$ cat src/rtl/eag_pkg.sv
package eag_pkg;

   typedef enum logic [3:0] {
      EA_ZERO  = 4'd0,
      EA_OFF8  = 4'd1,
      EA_OFF16 = 4'd2,
      EA_INC1  = 4'd3,
      EA_INC2  = 4'd4,
      EA_DEC1  = 4'd5,
      EA_DEC2  = 4'd6,
      EA_ACCA  = 4'd7,
      EA_ACCB  = 4'd8,
      EA_ACCD  = 4'd9,
      EA_PC8   = 4'd10,
      EA_PC16  = 4'd11
   } ea_mode_e;

   typedef enum logic [1:0] {
      FS_IDLE = 2'd0,
      FS_HI   = 2'd1,
      FS_LO   = 2'd2
   } fetch_st_e;

endpackage

$ cat src/rtl/eag_operand_sel.sv
module eag_operand_sel
   import eag_pkg::*;
#(
   parameter int AW   = 16,
   parameter int DW   = 8,
   parameter int NPTR = 4,
   localparam int SW  = $clog2(NPTR)
) (
   input  logic [3:0]         mode_i,
   input  logic [SW-1:0]      sel_i,
   input  logic [NPTR*AW-1:0] ptrs_i,
   input  logic [DW-1:0]      acc_a_i,
   input  logic [DW-1:0]      acc_b_i,
   input  logic [AW-1:0]      pc_i,
   input  logic [AW-1:0]      off_i,
   output logic [AW-1:0]      base_o,
   output logic [AW-1:0]      addend_o,
   output logic [AW-1:0]      step_o,
   output logic               pre_o,
   output logic               has_wb_o
);

   logic [AW-1:0] ptr_arr [NPTR];
   logic [AW-1:0] ptr_sel;
   logic [AW-1:0] off_short, a_ext, b_ext, d_full;

   for (genvar gi = 0; gi < NPTR; gi++) begin : g_ptr
      assign ptr_arr[gi] = ptrs_i[gi*AW +: AW];
   end

   assign ptr_sel   = ptr_arr[sel_i];
   assign off_short = {{(AW-DW){off_i[DW-1]}}, off_i[DW-1:0]};
   assign a_ext     = {{(AW-DW){acc_a_i[DW-1]}}, acc_a_i};
   assign b_ext     = {{(AW-DW){acc_b_i[DW-1]}}, acc_b_i};
   assign d_full    = {acc_a_i, acc_b_i};

   always_comb begin
      base_o   = ptr_sel;
      addend_o = '0;
      step_o   = '0;
      pre_o    = 1'b0;
      has_wb_o = 1'b0;
      case (ea_mode_e'(mode_i))
         EA_OFF8:  addend_o = off_short;
         EA_OFF16: addend_o = off_i;
         EA_INC1: begin step_o = AW'(1); has_wb_o = 1'b1; end
         EA_INC2: begin step_o = AW'(2); has_wb_o = 1'b1; end
         EA_DEC1: begin step_o = '1; pre_o = 1'b1; has_wb_o = 1'b1; end
         EA_DEC2: begin step_o = ~AW'(1); pre_o = 1'b1; has_wb_o = 1'b1; end
         EA_ACCA:  addend_o = a_ext;
         EA_ACCB:  addend_o = b_ext;
         EA_ACCD:  addend_o = d_full;
         EA_PC8:  begin base_o = pc_i; addend_o = off_short; end
         EA_PC16: begin base_o = pc_i; addend_o = off_i; end
         default: ;
      endcase
   end

endmodule

$ cat src/rtl/eag_addr_calc.sv
module eag_addr_calc #(
   parameter int AW = 16
) (
   input  logic [AW-1:0] base_i,
   input  logic [AW-1:0] addend_i,
   input  logic [AW-1:0] step_i,
   input  logic          pre_i,
   output logic [AW-1:0] addr_o,
   output logic [AW-1:0] wb_val_o
);

   logic [AW-1:0] offset_sum;

   // both sums drop the carry out: modulo 2^AW wrap
   assign offset_sum = base_i + addend_i;
   assign wb_val_o   = base_i + step_i;
   assign addr_o     = pre_i ? wb_val_o : offset_sum;

endmodule

$ cat src/rtl/eag_ptr_fetch.sv
module eag_ptr_fetch
   import eag_pkg::*;
#(
   parameter int AW       = 16,
   parameter int DW       = 8,
   parameter bit HI_FIRST = 1'b1
) (
   input  logic          clk,
   input  logic          rst_n,
   input  logic          start_i,
   input  logic [AW-1:0] addr_i,
   output logic          rd_req_o,
   output logic [AW-1:0] rd_addr_o,
   input  logic          rd_ack_i,
   input  logic [DW-1:0] rd_data_i,
   output logic          done_o,
   output logic [AW-1:0] ptr_o
);

   fetch_st_e     st_q;
   logic [AW-1:0] base_q;
   logic [DW-1:0] first_q;

   always_ff @(posedge clk) begin
      if (!rst_n) begin
         st_q    <= FS_IDLE;
         base_q  <= '0;
         first_q <= '0;
      end else begin
         case (st_q)
            FS_IDLE: if (start_i) begin
               st_q   <= FS_HI;
               base_q <= addr_i;
            end
            FS_HI: if (rd_ack_i) begin
               st_q    <= FS_LO;
               first_q <= rd_data_i;
            end
            FS_LO: if (rd_ack_i) st_q <= FS_IDLE;
            default: st_q <= FS_IDLE;
         endcase
      end
   end

   assign rd_req_o  = (st_q != FS_IDLE);
   assign rd_addr_o = (st_q == FS_LO) ? base_q + AW'(1) : base_q;
   assign done_o    = (st_q == FS_LO) && rd_ack_i;

   if (HI_FIRST) begin : g_hi_first
      assign ptr_o = {first_q, rd_data_i};
   end else begin : g_lo_first
      assign ptr_o = {rd_data_i, first_q};
   end

   // a pending read keeps its request and address until acknowledged
   assert_read_held_R7: assert property (@(posedge clk) disable iff (!rst_n)
      (rd_req_o && !rd_ack_i) |=> (rd_req_o && $stable(rd_addr_o)));

   // the second byte is read from the next address up
   assert_second_byte_R7: assert property (@(posedge clk) disable iff (!rst_n)
      (st_q == FS_HI && rd_ack_i) |=> (rd_req_o && rd_addr_o == $past(rd_addr_o) + AW'(1)));

endmodule

$ cat src/rtl/eag_indexed_top.sv
module eag_indexed_top
   import eag_pkg::*;
#(
   parameter int AW           = 16,
   parameter int DW           = 8,
   parameter bit PTR_HI_FIRST = 1'b1
) (
   input  logic          clk,
   input  logic          rst_n,
   input  logic          req,
   input  logic [3:0]    mode,
   input  logic [1:0]    base_sel,
   input  logic          indirect,
   input  logic [AW-1:0] ptr_x,
   input  logic [AW-1:0] ptr_y,
   input  logic [AW-1:0] ptr_u,
   input  logic [AW-1:0] ptr_s,
   input  logic [DW-1:0] acc_a,
   input  logic [DW-1:0] acc_b,
   input  logic [AW-1:0] pc,
   input  logic [AW-1:0] offset,
   output logic          ptr_fetch_req,
   output logic [AW-1:0] ptr_fetch_addr,
   input  logic          ptr_fetch_ack,
   input  logic [DW-1:0] ptr_fetch_data,
   output logic          ea_valid,
   output logic [AW-1:0] ea,
   output logic          wb_valid,
   output logic [1:0]    wb_sel,
   output logic [AW-1:0] wb_data
);

   localparam int NPTR = 4;
   localparam int SW   = $clog2(NPTR);

   if (AW != 2*DW) begin : g_bad_width
      $error("address width must be twice the data width");
   end
   if (DW < 2) begin : g_bad_data
      $error("data width too small");
   end

   logic [AW-1:0] base_v, addend_v, step_v, addr_v, wbv_v, ptr_v;
   logic          pre_v, has_wb_v, busy, fetch_done, accept, fetch_go;
   logic          pend_wb_q;
   logic [SW-1:0] pend_sel_q;
   logic [AW-1:0] pend_data_q;

   eag_operand_sel #(.AW(AW), .DW(DW), .NPTR(NPTR)) u_sel (
      .mode_i   (mode),
      .sel_i    (base_sel),
      .ptrs_i   ({ptr_s, ptr_u, ptr_y, ptr_x}),
      .acc_a_i  (acc_a),
      .acc_b_i  (acc_b),
      .pc_i     (pc),
      .off_i    (offset),
      .base_o   (base_v),
      .addend_o (addend_v),
      .step_o   (step_v),
      .pre_o    (pre_v),
      .has_wb_o (has_wb_v)
   );

   eag_addr_calc #(.AW(AW)) u_calc (
      .base_i   (base_v),
      .addend_i (addend_v),
      .step_i   (step_v),
      .pre_i    (pre_v),
      .addr_o   (addr_v),
      .wb_val_o (wbv_v)
   );

   assign busy     = ptr_fetch_req;
   assign accept   = req && !busy;
   assign fetch_go = accept && indirect;

   eag_ptr_fetch #(.AW(AW), .DW(DW), .HI_FIRST(PTR_HI_FIRST)) u_fetch (
      .clk       (clk),
      .rst_n     (rst_n),
      .start_i   (fetch_go),
      .addr_i    (addr_v),
      .rd_req_o  (ptr_fetch_req),
      .rd_addr_o (ptr_fetch_addr),
      .rd_ack_i  (ptr_fetch_ack),
      .rd_data_i (ptr_fetch_data),
      .done_o    (fetch_done),
      .ptr_o     (ptr_v)
   );

   always_ff @(posedge clk) begin
      if (!rst_n) begin
         ea_valid    <= 1'b0;
         ea          <= '0;
         wb_valid    <= 1'b0;
         wb_sel      <= '0;
         wb_data     <= '0;
         pend_wb_q   <= 1'b0;
         pend_sel_q  <= '0;
         pend_data_q <= '0;
      end else begin
         ea_valid <= 1'b0;
         wb_valid <= 1'b0;
         if (fetch_done) begin
            ea_valid  <= 1'b1;
            ea        <= ptr_v;
            wb_valid  <= pend_wb_q;
            wb_sel    <= pend_sel_q;
            wb_data   <= pend_data_q;
            pend_wb_q <= 1'b0;
         end else if (accept) begin
            if (indirect) begin
               pend_wb_q   <= has_wb_v;
               pend_sel_q  <= base_sel;
               pend_data_q <= wbv_v;
            end else begin
               ea_valid <= 1'b1;
               ea       <= addr_v;
               wb_valid <= has_wb_v;
               wb_sel   <= base_sel;
               wb_data  <= wbv_v;
            end
         end
      end
   end

   // a write-back never appears without its effective address
   assert_wb_with_ea_R8: assert property (@(posedge clk) disable iff (!rst_n)
      wb_valid |-> ea_valid);

   // no address is delivered while a pointer fetch is still outstanding
   assert_no_overlap_R9: assert property (@(posedge clk) disable iff (!rst_n)
      !(ea_valid && ptr_fetch_req));

   // the final indirect address follows the last acknowledge
   assert_done_then_ea_R8: assert property (@(posedge clk) disable iff (!rst_n)
      (ptr_fetch_req && ptr_fetch_ack && ptr_fetch_addr == $past(ptr_fetch_addr) + AW'(1))
      |=> (ea_valid && !ptr_fetch_req));

endmodule

$ cat config.mk
export PLATFORM = sky130hd
export DESIGN_NAME = eag_indexed_top
export DESIGN_NICKNAME = d
export VERILOG_FILES = /design/src/rtl/eag_pkg.sv /design/src/rtl/eag_operand_sel.sv /design/src/rtl/eag_addr_calc.sv /design/src/rtl/eag_ptr_fetch.sv /design/src/rtl/eag_indexed_top.sv
export SDC_FILE = /design/constraint.sdc
export NUM_CORES = 1
export LEC_CHECK = 0
export ABC_AREA = 1
export ABC_CLOCK_PERIOD_IN_PS = 7800
export BUFFER_PORTS_ARGS = -buffer_cell sky130_fd_sc_hd__buf_2
export CAP_MARGIN = 20
export CORE_MARGIN = 2
export CORE_UTILIZATION = 41
export CTS_CLUSTER_DIAMETER = 50
export CTS_CLUSTER_SIZE = 14
export DETAILED_ROUTE_END_ITERATION = 10
export GPL_TIMING_DRIVEN = 0
export MAX_ROUTING_LAYER = met4
export PLACE_DENSITY_LB_ADDON = 0.2
export SLEW_MARGIN = 10
export SYNTH_ARGS = -nofsm -noshare
export SYNTH_HDL_FRONTEND = slang
export SYNTH_SLANG_ARGS = --single-unit
$ cat constraint.sdc
create_clock -name clk -period 7.8 [get_ports clk]
set_input_delay 0.78 -clock clk [delete_from_list [all_inputs] [get_ports clk]]
set_output_delay 0.78 -clock clk [all_outputs]
set_load 0.005 [all_outputs]
# Yosys cells after proc, flatten, opt, wreduce, memory -nomap -nowiden
# Index checks and enable logic that the tools add are counted.
# Widths: inputs -> output; s select.
[word_totals]
regBits = 81
inputBits = 131
out_inout_bits = 53
elab_cells = 83
[classes]
addsub = 3
order_cmp = 1
n_eq_ne = 17
muxes = 29
n_bitwise = 3
n_reduce_logical = 19
[ops]
columns = ["cell", "count"]
rows = [
  ["$mux 16", 11],
  ["$pmux 16 s5", 1],
  ["$pmux 16 s4", 1],
  ["$add 16x16->16", 2],
  ["$bmux 16 s2", 1],
  ["$add 16x1->16 const B", 1],
  ["$eq 4x3->1 const B", 4],
  ["$eq 4x4->1 const B", 4],
  ["$mux 2", 6],
  ["$reduce_or 2->1", 5],
  ["$eq 4x2->1 const B", 2],
  ["$mux 1", 8],
  ["$reduce_and 2->1", 4],
  ["$ne 2x2->1 const B", 3],
  ["$pmux 2 s3", 1],
  ["$reduce_and 3->1", 2],
  ["$eq 4x1->1 const B", 1],
  ["$reduce_bool 2->1", 2],
  ["$reduce_or 4->1", 1],
  ["$ge 3x3->1 const B", 1],
  ["$logic_and 1x1->1", 3],
  ["$not 2->3", 1],
  ["$eq 2x1->1 const B", 1],
  ["$eq 2x2->1 const B", 1],
  ["other kinds (4)", 5],
]

# Longest topological paths before layout
# Gate-level depths: netlist of the first run.
[logic_depth]
depth_word = 10
ltp_mapped = 23

# By module
# A second synthesis of the first run with hierarchy kept.
[unflattened]
cells_unflattened = 1340
hier_area_um2 = 7484.7
[by_module_without_submodules]
columns = ["mod", "instances", "cells_each", "area_per_inst_um2", "seq_area_each_um2"]
rows = [
  ["eag_indexed_top", 1, 446, 2750.1, 1101.1],
  ["eag_addr_calc", 1, 394, 2016.9, 0.0],
  ["eag_ptr_fetch", 1, 198, 1401.3, 520.5],
  ["eag_operand_sel", 1, 302, 1316.3, 0.0],
]

# Least setup slack after synthesis of the first run
# No wires, ideal clock.
[synth_timing]
path_type = "input -> register"
startpoint = "input port base_sel[0]"
endpoint = "register u_fetch.base_q[14]"
setup_ns = 0.108
arrival_ns = 3.254
path_slack_ns = 4.437
cell_stages = 20
path_buffers = 2
cell_sequence = "buf_2 inv_1 clkbuf_1 nand2_1 a32o_1 o21ai_0 ha_1 inv_1 fa_1 inv_1 nand3_1 nand2_1 nand2_1 nand2_1 nand3b_1 nand3_1 nand3_1 nand2_1 a21o_1 inv_1"
[synth_between]
elab_chain_cells = 7
elab_cells_between_ends = 8
classes_between = "2 x add/sub; 5 x mux; 1 x bitwise"
[synth_rtl]
columns = ["element", "line", "rtl"]
rows = [
  ["start: declaration", "eag_indexed_top.sv:12", "input logic [1:0] base_sel,"],
  ["$not 2->3 (not written as such) *", "eag_operand_sel.sv:31", "assign ptr_sel = ptr_arr[sel_i];"],
  ["$bmux 16 s2 *", "eag_operand_sel.sv:31", ""],
  ["$mux 16 (not written as such) * (2 in a row)", "eag_operand_sel.sv:31", ""],
  ["$mux 16 *", "eag_operand_sel.sv:43", "case (ea_mode_e'(mode_i))"],
  ["$add 16x16->16, on equally long branches", "eag_addr_calc.sv:15, eag_addr_calc.sv:16", ""],
  ["$mux 16 *", "eag_addr_calc.sv:17", "assign addr_o = pre_i ? wb_val_o : offset_sum;"],
  ["end signal: assignment", "eag_ptr_fetch.sv:33", "base_q <= addr_i;"],
  ["end: declaration", "eag_ptr_fetch.sv:21", "logic [AW-1:0] base_q;"],
]
# Every way passes the cells marked *; elsewhere a longest branch is shown, timed or not. The select of a mux whose other input is x is not followed.
# A chain may end at the register's enable or synchronous reset.

# Worst setup path in the final report of the first run
[layout_timing]
startpoint = "input port base_sel[0]"
endpoint = "register u_fetch.base_q[8]"
# The elaborated chain is that of the path after synthesis.

==> results of run 1 <==
-- synth_stat cells (2+ instances only) --
library cell	n
sky130_fd_sc_hd__nand2_1	323
sky130_fd_sc_hd__inv_1	117
sky130_fd_sc_hd__dfxtp_1	81
sky130_fd_sc_hd__a21oi_1	76
sky130_fd_sc_hd__nand3_1	74
sky130_fd_sc_hd__o21ai_0	65
sky130_fd_sc_hd__nor2_1	49
sky130_fd_sc_hd__ha_1	31
sky130_fd_sc_hd__a31oi_1	26
sky130_fd_sc_hd__clkbuf_1	25
sky130_fd_sc_hd__xor2_1	23
sky130_fd_sc_hd__a32o_1	14
sky130_fd_sc_hd__o21bai_1	14
sky130_fd_sc_hd__buf_2	10
sky130_fd_sc_hd__inv_2	8
sky130_fd_sc_hd__nand4_1	7
sky130_fd_sc_hd__o21ai_1	7
sky130_fd_sc_hd__a21o_1	6
sky130_fd_sc_hd__nand3_2	6
sky130_fd_sc_hd__nor2_4	6
sky130_fd_sc_hd__o211ai_1	6
sky130_fd_sc_hd__or2_2	6
sky130_fd_sc_hd__nand2_2	5
sky130_fd_sc_hd__nor3_1	5
sky130_fd_sc_hd__and2_1	4
sky130_fd_sc_hd__xnor2_1	4
sky130_fd_sc_hd__a22oi_1	2
sky130_fd_sc_hd__buf_1	2
sky130_fd_sc_hd__fa_1	2
sky130_fd_sc_hd__inv_4	2
sky130_fd_sc_hd__nand3b_1	2
sky130_fd_sc_hd__nor3_2	2
sky130_fd_sc_hd__o21ai_2	2
-- worst register-to-register path: cells and delay by family (launching register included) --
family | cells | cell delay [ns]
compound gates | 2 | 0.24
buf+inv | 5 | 0.68
simple gates | 2 | 0.58
flops | 1 | 0.36
-- placed cells by master (no fill, tap or decap), drive strengths merged, types with 2 or more instances in the layout --
master	count
a21oi	77
xor2	23
o21bai	14
xnor2	4
a31oi	26
a32o	14
nor2	57
nand3b	2
dfxtp	81
or2	6
and2	4
nand2	329
clkinv	2
ha	31
buf	196
a21o	6
clkbuf	34
inv	131
fa	2
nand3	80
nor3	7
nand4	7
a21boi	2
o211ai	6
a22oi	2
o21ai	75
-- layer usage --
layer / track usage [%] / vias to the layer above / wire, microns
met2: 43.5 / 275 / 9870
met3: 3.67 / 33 / 1470
met5: - / - / 0
met4: 6.59 / 0 / 467
li1: - / 3757 / -
met1: 35.9 / 3268 / 10100
-- cell families (layout without fill, tap and decap cells) --
family / count (synthesis) / count (layout) / synth area share [%]
xor gates and xnor gates: 27 / 27 / 3.68
adders and majority gates: 33 / 33 / 6.67
AOI/OAI and AO/OA: 224 / 224 / 20.7
DFF: 81 / 81 / 25.3
buffers and inverters: 167 / 365 / 10.2
and+or+nand+nor: 493 / 493 / 33.5
-- path summary, 6_finish.rpt --
path / to / slack [ns] / cells after the start
worst max register to register: u_fetch.base_q[10] / 5.88 / 9
worst min-delay path: u_fetch.first_q[5] / 0.46 / 2
worst min register to register: u_fetch.first_q[5] / 0.46 / 2
worst max-delay path: u_fetch.base_q[8] / 3.89 / 21
-- stage by stage --
stage	cell area, sq um	setup WS [ns]	cells	hold WS (ns)	total power, W
detailed placement	7590	3.62	1418	0.445	0.000942
global route	7900	3.59	1434	0.475	0.00146
CTS	7900	3.97	1434	0.457	0.00138
global placement	7590	3.65	1418	0.440	0.000940
floorplan	6420	4.44	1025	0.425	0.000768
finish	7900	3.89	1434	0.458	0.00138
-- layout make-up --
class                           instances  area share (%)
Buffer                                 39            2.15
Clock buffer                            9            2.85
Clock inverter                          7            1.06
Inverter                              128            6.14
Multi-Input combinational cell        777            52.4
Sequential cell                        81            20.5
Tap cell                              211            3.34
Timing Repair Buffer                  182            11.5
-- where the power goes --
| group | total [W] | switching, W | internal, W |
|---|---|---|---|
| sequential | 0.000465 | 0.0000190 | 0.000446 |
| clock | 0.000440 | 0.000186 | 0.000254 |
| combinational | 0.000475 | 0.000305 | 0.000170 |
| total | 0.00138 | 0.000510 | 0.000870 |
-- sequential cells by signal, indices dropped and copies added, names as in the netlist --
register / count
wb_data: 16
wb_sel: 2
ea: 16
pend_data_q: 16
ea_valid: 1
u_fetch.base_q: 16
u_fetch.first_q: 8
u_fetch.st_q: 2
wb_valid: 1
pend_wb_q: 1
pend_sel_q: 2
==> impl_table.tex, run 1 <==
\begin{tabular}{lr}
\hline
Metric & Value \\
\hline
\multicolumn{2}{l}{\textbf{Outcome}} \\
Outcome & completed \\
\multicolumn{2}{l}{\textbf{Timing}} \\
Worst-margin pin slew & 0.823 ns \\
Post-Route Skew & 0.00865 ns \\
Worst slew margin relative to its limit & 44.5\% \\
Min Tclk post-route & 3.91 ns \\
Period Utilization, post-route & 50.2\% \\
Aggregate negative setup slack & 0 ns \\
Number of endpoints with negative hold slack in the final report & 0 \\
Highest attainable clock frequency & 255 MHz \\
Final setup violation count & 0 \\
Max-slew violation count & 0 \\
RSZ-0062 raised after global routing & no \\
\multicolumn{2}{l}{\textbf{Worst setup path}} \\
Data arrival time of the worst path & 4.15 ns \\
Critical path origin & base\_sel[0] \\
Slowest stage delay, CP & 0.43 ns \\
CP Buf/Inv Count & 6 \\
Cell chain of the critical path & buf\_2, inv\_1, clkbuf\_1, nand2\_1, a32o\_1, o21ai\_0, ha\_1, inv\_1, fa\_1, inv\_1, nand3\_1, nand2\_1, nand2\_1, nand2\_1, nand2\_1, nand2\_1, nand2\_1, nand3\_1, nand2\_1, o21ai\_0, inv\_1 \\
Endpoint required time on the critical path & 8.04 ns \\
Most frequent cell on the critical path & sky130\_fd\_sc\_hd\_\_nand2\_1 \\
Startpoint class of the critical path & primary input \\
Class of the most critical setup path & in2reg \\
Worst flop-to-flop path startpoint & u\_fetch.st\_q[0] \\
Dominant delay contributor by cell family on the critical path & simple AND/OR/NAND/NOR gates \\
Critical path endpoint category & register \\
Maximum fanout along the worst path & 10 \\
CP max-delay cell & sky130\_fd\_sc\_hd\_\_clkbuf\_1 \\
\multicolumn{2}{l}{\textbf{Logic synthesis}} \\
Total nets after synthesis & 1189 \\
Number of synthesized register bits & 81 \\
Most instantiated flip-flop cell in the synthesis netlist & sky130\_fd\_sc\_hd\_\_dfxtp\_1 \\
Instance count of the mapped netlist & 1025 \\
Mapped cell area & 6420 sq um \\
Most area-consuming cells after synthesis & sky130\_fd\_sc\_hd\_\_dfxtp\_1 25\%, sky130\_fd\_sc\_hd\_\_nand2\_1 19\%, sky130\_fd\_sc\_hd\_\_inv\_1 6.8\%, sky130\_fd\_sc\_hd\_\_ha\_1 6.0\%, sky130\_fd\_sc\_hd\_\_a21oi\_1 5.9\% \\
Fraction of synthesis flops using an asynchronous set or reset pin & 0\% \\
Cell taking the most area after synthesis & sky130\_fd\_sc\_hd\_\_dfxtp\_1 \\
Average instance area after synthesis & 6.26 sq um \\
Number of different library cells in the post-synthesis netlist & 46 \\
Number of synthesized flops with an enable pin & 0 \\
Number of warnings issued by yosys & 0 \\
Share of the synthesized area in the top cell type & 25.3\% \\
Share of the yosys chip area belonging to registers & 25.3\% \\
\multicolumn{2}{l}{\textbf{Routing}} \\
Total DRC errors in the routed layout & 0 \\
Detail Route Antenna Nets & 0 \\
Count of vias placed by the detailed router & 7333 \\
Starting DRC count in detailed routing & 546 \\
Via density per instance & 5.11 \\
Final Routed Wirelength & 21.9 mm \\
Wire length per cell & 15.3 microns \\
First drt pass iteration count & 7 \\
\multicolumn{2}{l}{\textbf{GRT}} \\
Global Route Usage Sum & 27.0\% \\
Number of global-route vias before repair & 6695 \\
Total grt overflow & 0 \\
Largest net degree at the start of global routing & 23 \\
Antenna violations before repair & 0 \\
First-pass GRT wire length & 34.2 mm \\
\multicolumn{2}{l}{\textbf{Finish}} \\
Diode count & 0 \\
Layout cells sized above 1 & 20.7\% \\
Final net count & 1382 \\
Area taken by multi-input logic gates & 4140 sq um \\
Area Growth Syn to Fin & 23.1\% \\
Final core area utilization & 51.8\% \\
Area of all sequential standard cells & 1620 sq um \\
Fillers & 1662 \\
\multicolumn{2}{l}{\textbf{Floorplan}} \\
Die area & 16700 sq um \\
Count of boundary I/O pins & 184 \\
Starting density of the core & 42.1\% \\
Core Footprint & 15300 sq um \\
Die W & 129 microns \\
Num rows & 45 \\
Vertical die dimension & 129 microns \\
\multicolumn{2}{l}{\textbf{CTS}} \\
Number of H-tree levels & 3 \\
Total clock sinks & 81 \\
Max Root-Sink Buffers & 2 \\
Clk pin slew, worst setup/hold paths & 0.07 ns \\
Post-CTS Setup Bufs & 0 \\
Post-CTS Hold Fix Bufs & 0 \\
Clk root buf & sky130\_fd\_sc\_hd\_\_clkbuf\_16 \\
Number of buffers created by CTS & 9 \\
TritonCTS clock tree & built \\
Post-cts sizing count & 0 \\
Insertion delay to the later sink of the worst-skew pair & 0.34 ns \\
\multicolumn{2}{l}{\textbf{Placement}} \\
IO buf count & 182 \\
Detailed Place HPWL & 17.9 mm \\
Routability-driven placement congestion ratio & 0.949 \\
\multicolumn{2}{l}{\textbf{Power and ir drop}} \\
Leakage dissipation & 4.13 nW \\
Power Density & 175 nW/um\^{}2 \\
Peak supply drop & 0.110 mV \\
\multicolumn{2}{l}{\textbf{Job}} \\
Number of max-cap violations & 0 \\
\multicolumn{2}{l}{\textbf{Hold path}} \\
Worst min-delay path category & reg2reg \\
Launch point of the worst hold path & u\_fetch.first\_q[5] \\
\hline
\end{tabular}
(Power assumes the default switching activity.)
==> inputs of run 2 (changes only) <==
- ABC_AREA: 1 -> 0
- ABC_CLOCK_PERIOD_IN_PS: 7800 -> 3900
- clock period: 7.8 -> 3.9 ns (I/O delays scaled with it)
==> run 2 against run 1 <==
  * Final cell count down 26%
  * Combinational power up 93%
  * Clock skew fell by 0.0020 ns
  * Global-route usage is 1.9 points lower
  * Hold slack worse by 0.14 ns
  * Largest cell class unchanged
  * Largest power group is now registers
==> impl_table.tex, run 2 <==
\begin{tabular}{lr}
\hline
Metric & Value \\
\hline
\multicolumn{2}{l}{\textbf{Floorplan}} \\
Starting density of the core & 42.3\% (+0.22 points) \\
Core Footprint & 14000 sq um (-8.0\%) \\
Die area & 15500 sq um (-7.3\%) \\
Die W & 124 microns (-3.7\%) \\
Count of boundary I/O pins & 184 (unchanged) \\
Num rows & 43 (-4.4\%) \\
Vertical die dimension & 124 microns (-3.7\%) \\
\multicolumn{2}{l}{\textbf{CTS}} \\
Post-CTS Hold Fix Bufs & 0 (unchanged) \\
Number of buffers created by CTS & 9 (unchanged) \\
Insertion delay to the later sink of the worst-skew pair & 0.34 ns (about the same) \\
Max Root-Sink Buffers & 2 (unchanged) \\
Number of H-tree levels & 3 (unchanged) \\
Clk root buf & sky130\_fd\_sc\_hd\_\_clkbuf\_16 \\
Total clock sinks & 81 (unchanged) \\
Clk pin slew, worst setup/hold paths & 0.06 ns (about the same) \\
TritonCTS clock tree & built \\
\multicolumn{2}{l}{\textbf{GRT}} \\
GR Layer Usage met2 & 39.3\% (-4.1 points) \\
Number of global-route vias before repair & 5850 (-13\%) \\
Global Route Usage Sum & 25.1\% (-1.9 points) \\
Met3 track demand over resource in global routing & 3.82\% (+0.15 points) \\
Largest net degree at the start of global routing & 23 (unchanged) \\
Busiest metal layer after global routing & met2 \\
Antenna violations before repair & 0 (unchanged) \\
Met1 usage in global routing & 33.9\% (-2.0 points) \\
Total grt overflow & 0 (unchanged) \\
First-pass GRT wire length & 30.3 mm (-11\%) \\
\multicolumn{2}{l}{\textbf{Logic synthesis}} \\
Average instance area after synthesis & 8.65 sq um (+38\%) \\
Leading cell type by number of instances after synthesis & sky130\_fd\_sc\_hd\_\_nand2\_1 \\
Instance count of the mapped netlist & 687 (-33\%) \\
Most area-consuming cells after synthesis & sky130\_fd\_sc\_hd\_\_dfxtp\_1 27\%, sky130\_fd\_sc\_hd\_\_ha\_1 6.5\%, sky130\_fd\_sc\_hd\_\_mux4\_2 6.1\%, sky130\_fd\_sc\_hd\_\_nand2\_1 5.5\%, sky130\_fd\_sc\_hd\_\_xnor2\_1 4.1\% \\
Share of the yosys chip area belonging to registers & 27.3\% (+2.0 points) \\
Number of synthesized flops with an enable pin & 0 (unchanged) \\
Cell taking the most area after synthesis & sky130\_fd\_sc\_hd\_\_dfxtp\_1 \\
Number of warnings issued by yosys & 0 (unchanged) \\
Commonest cells in the synthesized netlist & 87 x sky130\_fd\_sc\_hd\_\_nand2\_1, 81 x sky130\_fd\_sc\_hd\_\_dfxtp\_1, 33 x sky130\_fd\_sc\_hd\_\_a21oi\_1, 33 x sky130\_fd\_sc\_hd\_\_nor2\_1 \\
Share of the synthesized area in the top cell type & 27.3\% (+2.0 points) \\
Fraction of synthesis flops using an asynchronous set or reset pin & 0\% (unchanged) \\
Mapped cell area & 5940 sq um (-7.5\%) \\
Most instantiated flip-flop cell in the synthesis netlist & sky130\_fd\_sc\_hd\_\_dfxtp\_1 \\
Total nets after synthesis & 851 (-28\%) \\
Number of different library cells in the post-synthesis netlist & 66 (+43\%) \\
Number of synthesized register bits & 81 (unchanged) \\
\multicolumn{2}{l}{\textbf{Worst setup path}} \\
CP max-delay cell & sky130\_fd\_sc\_hd\_\_fa\_1 \\
Most frequent cell on the critical path & sky130\_fd\_sc\_hd\_\_buf\_2 \\
Startpoint class of the critical path & primary input \\
Worst reg-to-reg path cell count & 8 (-1) \\
Class of the most critical setup path & in2reg \\
Worst flop-to-flop path startpoint & u\_fetch.st\_q[1] \\
Maximum fanout along the worst path & 10 (unchanged) \\
Cell chain of the critical path & buf\_2, buf\_2, nand3b\_1, clkbuf\_2, mux2\_2, ha\_1, fa\_1, a211oi\_1, o211ai\_1, a41oi\_2, a21oi\_2, xor2\_1, mux2i\_1, a21oi\_1 \\
Data arrival time of the worst path & 3.94 ns (-0.21 ns) \\
Critical path endpoint category & register \\
Slowest stage delay, CP & 0.44 ns (about the same) \\
Endpoint required time on the critical path & 4.17 ns (-3.87 ns) \\
Critical path origin & mode[2] \\
\multicolumn{2}{l}{\textbf{Finish}} \\
Area of all placed cells without fillers & 7400 sq um (-6.3\%) \\
Fillers & 1402 (-16\%) \\
Area Growth Syn to Fin & 24.6\% \\
Diode count & 0 (unchanged) \\
Commonest non-fill, non-tap cell in the layout & sky130\_fd\_sc\_hd\_\_buf\_2 \\
Final net count & 1042 (-25\%) \\
Area taken by multi-input logic gates & 4070 sq um (-1.8\%) \\
Area of all sequential standard cells & 1620 sq um (unchanged) \\
Commonest non-fill, non-tap cells in the layout & 189 x sky130\_fd\_sc\_hd\_\_buf\_2, 87 x sky130\_fd\_sc\_hd\_\_nand2\_1, 81 x sky130\_fd\_sc\_hd\_\_dfxtp\_1, 33 x sky130\_fd\_sc\_hd\_\_nor2\_1, 33 x sky130\_fd\_sc\_hd\_\_a21oi\_1 \\
Final core area utilization & 52.7\% (+0.91 points) \\
Layout cells sized above 1 & 28.4\% (+7.7 points) \\
\multicolumn{2}{l}{\textbf{Timing}} \\
Worst slew margin relative to its limit & 46.8\% (+2.2 points) \\
Min Tclk post-route & 3.67 ns \\
Highest attainable clock frequency & 272 MHz \\
Max-slew violation count & 0 (unchanged) \\
Hold slack & 0.322 ns (-0.136 ns) \\
Aggregate negative setup slack & 0 ns (unchanged) \\
Period Utilization, post-route & 94.1\% \\
Worst-margin pin slew & 0.797 ns (-0.0263 ns) \\
Final setup violation count & 0 (unchanged) \\
RSZ-0062 raised after global routing & yes \\
Post-Route Skew & 0.00660 ns (-0.00205 ns) \\
Number of endpoints with negative hold slack in the final report & 0 (unchanged) \\
PnR worst setup slack & 0.230 ns (-3.66 ns) \\
\multicolumn{2}{l}{\textbf{Hold path}} \\
Worst Hold Depth & 3 (+1) \\
Launch point of the worst hold path & ptr\_fetch\_data[1] \\
Worst min-delay path category & in2reg \\
\multicolumn{2}{l}{\textbf{Power and ir drop}} \\
Power Density & 374 nW/um\^{}2 (+110\%) \\
Peak supply drop & 0.225 mV (+100\%) \\
Leakage dissipation & 3.42 nW (-17\%) \\
\multicolumn{2}{l}{\textbf{Routing}} \\
Count of vias placed by the detailed router & 6100 (-17\%) \\
Detail Route Antenna Nets & 0 (unchanged) \\
Total DRC errors in the routed layout & 0 (unchanged) \\
Via density per instance & 5.74 (+12\%) \\
Wire length per cell & 17.9 microns (+17\%) \\
First drt pass iteration count & 5 (-2) \\
Starting DRC count in detailed routing & 527 (-3.5\%) \\
Final Routed Wirelength & 19.0 mm (-13\%) \\
\multicolumn{2}{l}{\textbf{Placement}} \\
Post-place instance area & 7060 sq um (-7.0\%) \\
Detailed Place HPWL & 15.2 mm (-15\%) \\
Pre-CTS setup slack & -0.519 ns (-4.14 ns) \\
IO buf count & 179 (-1.6\%) \\
Routability-driven placement congestion ratio & 0.918 (-3.3\%) \\
\multicolumn{2}{l}{\textbf{Outcome}} \\
Outcome & completed \\
\multicolumn{2}{l}{\textbf{Job}} \\
Number of max-cap violations & 0 (unchanged) \\
\hline
\end{tabular}
[run 2: cell count changes in the layout (fill, tap and decap cells not counted), moves of 16 or more]
cell,previous run,this run
sky130_fd_sc_hd__nor2b_1,0,19
sky130_fd_sc_hd__nand3_1,74,16
sky130_fd_sc_hd__a21oi_1,76,33
sky130_fd_sc_hd__inv_1,117,16
sky130_fd_sc_hd__mux2i_1,0,16
sky130_fd_sc_hd__mux2_2,0,16
sky130_fd_sc_hd__a31oi_1,26,3
sky130_fd_sc_hd__a21boi_0,1,24
sky130_fd_sc_hd__xnor2_1,4,28
sky130_fd_sc_hd__o21ai_0,65,23
sky130_fd_sc_hd__mux4_2,0,16
sky130_fd_sc_hd__nand2_1,323,87
sky130_fd_sc_hd__a22oi_1,2,23
sky130_fd_sc_hd__nor2_1,49,33
[run 2: where the power goes]
part           leakage, nW  total [W]  internal, W  switching [W]
clock                0.153   0.000911     0.000580       0.000332
combinational         2.61   0.000916     0.000393       0.000523
sequential           0.662   0.000938     0.000892      0.0000459
[run 2: timing repair]
action | CTS | global route
buffers inserted | 1 | 0
gates resized for setup | 2 | 3
pin swaps | 0 | 0
setup endpoints to repair | 14 | 15
[run 2: final cells by class]
type | instances | area share [%]
clock buffer | 12 | 3.33
sequential | 81 | 21.9
inverter | 17 | 0.862
tap | 180 | 3.04
timing repair buffer | 181 | 12.4
multi-input combinational | 546 | 55.0
clock inverter | 4 | 1.03
buffer | 42 | 2.48
[run 2: logic make-up (layout without fill, tap and decap cells)]
kind of cell | Yosys count | count (layout) | synth area share, %
buf+inv | 60 | 256 | 4.17
simple gates | 206 | 206 | 16.9
mux | 48 | 48 | 11.8
compound gates | 220 | 220 | 26.9
flops | 81 | 81 | 27.3
fa+ha+maj | 33 | 33 | 7.20
xor+xnor | 39 | 39 | 5.75
[run 2: critical path, delay by kind of cell]
kind                       cells  cell delay [ns]
AOI/OAI and AO/OA              5             1.13
xor gates and xnor gates       1             0.35
adders and majority gates      2             0.68
buffers and inverters          3             0.56
muxes                          2             0.64
and+or+nand+nor                1             0.19
[run 2: metal layers]
| metal | up-vias | wire (microns) |
|---|---|---|
| li1 | 2951 | - |
| met1 | 2909 | 8600 |
| met2 | 208 | 8810 |
| met3 | 32 | 1130 |
| met4 | 0 | 426 |
| met5 | - | 0 |
[run 2: through the flow]
stage                     cells  power, W
after detailed placement   1046   0.00186
after global routing       1063   0.00291
after CTS                  1063   0.00277
after floorplan             687   0.00153
final                      1063   0.00277
after global placement     1046   0.00186
[run 2: worst paths after layout]
check,slack [ns],end
setup / recovery,0.23,u_fetch.base_q[12]
hold / removal,0.32,u_fetch.first_q[1]
setup reg to reg,1.79,ea[13]
hold reg to reg,0.46,pend_data_q[13]
==> inputs of run 3 (changes only) <==
- REMOVE_ABC_BUFFERS: unset -> 1
==> run 3 against run 2 <==
  * Clock power grew 2%
  * Setup slack worse by 0.026 ns
  * Total power shrank 0.71%
  * Largest cell class unchanged
  * Register-to-register slack got worse by 0.44 ns
  * Non-clock buffer count decreased by 33
  * Clock skew decreased by 0.0025 ns
  * Critical path type unchanged
  * Combinational power down 3.3%
  * Largest power group unchanged
==> impl_table.tex, run 3 (synthesis results as in run 2) <==
\begin{tabular}{lr}
\hline
Metric & Value \\
\hline
\multicolumn{2}{l}{\textbf{Routing}} \\
Final Routed Wirelength & 18.1 mm (-4.6\%) \\
Wire length per cell & 17.6 microns (-1.5\%) \\
First drt pass iteration count & 6 (+1) \\
Via density per instance & 5.77 (+0.56\%) \\
Starting DRC count in detailed routing & 378 (-28\%) \\
Total DRC errors in the routed layout & 0 (unchanged) \\
Detail Route Antenna Nets & 0 (unchanged) \\
Count of vias placed by the detailed router & 5944 (-2.6\%) \\
\multicolumn{2}{l}{\textbf{CTS}} \\
Clk root buf & sky130\_fd\_sc\_hd\_\_clkbuf\_16 \\
Number of buffers created by CTS & 9 (unchanged) \\
Clk pin slew, worst setup/hold paths & 0.07 ns (about the same) \\
Number of H-tree levels & 3 (unchanged) \\
Post-CTS Hold Fix Bufs & 0 (unchanged) \\
TritonCTS clock tree & built \\
Insertion delay to the later sink of the worst-skew pair & 0.34 ns (about the same) \\
Total clock sinks & 81 (unchanged) \\
Max Root-Sink Buffers & 2 (unchanged) \\
\multicolumn{2}{l}{\textbf{Worst setup path}} \\
CP max-delay cell & sky130\_fd\_sc\_hd\_\_mux4\_2 \\
Critical path endpoint category & register \\
CP Buf/Inv Count & 1 (-2) \\
Slowest stage delay, CP & 0.54 ns (+0.10 ns) \\
Class of the most critical setup path & in2reg \\
Maximum fanout along the worst path & 18 (+8) \\
Data arrival time of the worst path & 3.91 ns (-0.03 ns) \\
Dominant delay contributor by cell family on the critical path & compound AO/OA/AOI/OAI gates \\
Startpoint class of the critical path & primary input \\
Endpoint required time on the critical path & 4.11 ns (-0.06 ns) \\
Cell chain of the critical path & buf\_4, mux4\_2, mux2\_2, ha\_1, fa\_1, a211oi\_1, o211ai\_1, a41oi\_2, a21oi\_2, a41oi\_1, o41a\_1, o221ai\_1 \\
\multicolumn{2}{l}{\textbf{Outcome}} \\
Outcome & completed \\
\multicolumn{2}{l}{\textbf{Power and ir drop}} \\
Net Sw Frac & 32.6\% (+0.039 points) \\
Share of power burned in registers & 34.0\% (about the same) \\
Clk pwr share & 33.7\% (+0.8 points) \\
Power spent charging and discharging nets & 0.000895 W (-0.59\%) \\
Internal power contribution & 0.00185 W (-0.77\%) \\
Peak supply drop & 0.256 mV (+14\%) \\
Leakage dissipation & 3.39 nW (-1.0\%) \\
Combinational Power Share & 32.3\% (-0.8 points) \\
Power Density & 375 nW/um\^{}2 (+0.28\%) \\
\multicolumn{2}{l}{\textbf{GRT}} \\
Global Route Usage Sum & 23.3\% (-1.8 points) \\
Total grt overflow & 0 (unchanged) \\
Antenna violations before repair & 0 (unchanged) \\
Number of global-route vias before repair & 5644 (-3.5\%) \\
First-pass GRT wire length & 28.8 mm (-5.1\%) \\
Largest net degree at the start of global routing & 47 (+100\%) \\
\multicolumn{2}{l}{\textbf{Placement}} \\
IO buf count & 183 (+2.2\%) \\
Post-place instance area & 6940 sq um (-1.7\%) \\
Detailed Place HPWL & 13.9 mm (-8.5\%) \\
Routability-driven placement congestion ratio & 0.901 (-1.9\%) \\
\multicolumn{2}{l}{\textbf{Floorplan}} \\
Core Footprint & 14000 sq um (unchanged) \\
Vertical die dimension & 124 microns (unchanged) \\
Starting density of the core & 42.3\% (unchanged) \\
Die area & 15500 sq um (unchanged) \\
Count of boundary I/O pins & 184 (unchanged) \\
Num rows & 43 (unchanged) \\
Die W & 124 microns (unchanged) \\
\multicolumn{2}{l}{\textbf{Timing}} \\
Post-Route Skew & 0.00414 ns (-0.00246 ns) \\
Worst-margin pin slew & 0.992 ns (+0.195 ns) \\
Max-slew violation count & 0 (unchanged) \\
Hold slack & 0.324 ns (+0.00180 ns) \\
Number of endpoints with negative hold slack in the final report & 0 (unchanged) \\
Worst slew margin relative to its limit & 33.7\% (-13 points) \\
Final setup violation count & 0 (unchanged) \\
Period Utilization, post-route & 94.8\% (+0.67 points) \\
RSZ-0062 raised after global routing & no \\
Min Tclk post-route & 3.70 ns (+0.0262 ns) \\
Highest attainable clock frequency & 271 MHz (-0.71\%) \\
\multicolumn{2}{l}{\textbf{Finish}} \\
Area Growth Syn to Fin & 23.4\% \\
Diode count & 0 (unchanged) \\
Final net count & 1009 (-3.2\%) \\
Area of all placed cells without fillers & 7330 sq um (-0.98\%) \\
Final core area utilization & 52.2\% (-0.52 points) \\
Layout cells sized above 1 & 29.8\% (+1.3 points) \\
Commonest non-fill, non-tap cell in the layout & sky130\_fd\_sc\_hd\_\_buf\_2 \\
Commonest non-fill, non-tap cells in the layout & 182 x sky130\_fd\_sc\_hd\_\_buf\_2, 87 x sky130\_fd\_sc\_hd\_\_nand2\_1, 81 x sky130\_fd\_sc\_hd\_\_dfxtp\_1, 33 x sky130\_fd\_sc\_hd\_\_a21oi\_1 \\
\multicolumn{2}{l}{\textbf{Hold path}} \\
Worst min-delay path category & in2reg \\
\multicolumn{2}{l}{\textbf{Job}} \\
Number of max-cap violations & 0 (unchanged) \\
\hline
\end{tabular}
run 3: through the flow:
| step | setup slack, ns | cells | total power (W) | TNS (ns) |
|---|---|---|---|---|
| 6_report | 0.204 | 1030 | 0.00275 | 0 |
| 5_1_grt | 0.0463 | 1030 | 0.00288 | 0 |
| 4_1_cts | 0.00478 | 1025 | 0.00275 | 0 |
| 3_5_place_dp | -0.327 | 1009 | 0.00183 | -3.57 |
| 3_3_place_gp | -0.285 | 1007 | 0.00180 | -2.74 |
| 2_1_floorplan | 0.472 | 644 | 0.00151 | 0 |
run 3: repair_timing:
action / CTS / global route
endpoints found under the setup margin: 0 / 21
resized for setup: 0 / 3
setup buffers: 0 / 3
run 3: layout make-up:
class                           count  area [sq um]
Sequential cell                    81          1620
Timing Repair Buffer              190          1010
Tap cell                          180           225
Clock inverter                      7           103
Inverter                           17          63.8
Clock buffer                        9           225
Fill cell                        1320          6710
Multi-Input combinational cell    546          4080
run 3: worst min-delay path: cells and delay by family:
family | cells | cell delay (ns)
buffers and inverters | 1 | 0.09
AND/OR/NAND/NOR | 1 | 0.09
multiplexers | 1 | 0.06
run 3: layer usage:
metal	vias to the layer above	GRT usage, %	routed length, microns
met3	38	3.44	767
li1	2870	-	-
met2	178	39.7	8960
met4	0	7.34	469
met5	-	-	0
met1	2858	28.5	7910
run 3: path summary, 6_finish.rpt:
check                    start  cells past startpoint                 end  slack [ns]
max reg2reg    u_fetch.st_q[1]                      6               ea[3]        1.35
min reg2reg    pend_data_q[13]                      2     pend_data_q[13]        0.46
min          ptr_fetch_data[5]                      3  u_fetch.first_q[5]        0.32
max                base_sel[0]                     12  u_fetch.base_q[14]        0.20
run 3: power by group through the flow:
stage | clock network (W) | logic, W | registers, W
floorplan | 0 | 0.000560 | 0.000946
global placement | 0 | 0.000852 | 0.000949
detailed placement | 0 | 0.000874 | 0.000952
CTS | 0.000940 | 0.000881 | 0.000934
global route | 0.000968 | 0.000975 | 0.000942
finish | 0.000925 | 0.000886 | 0.000935
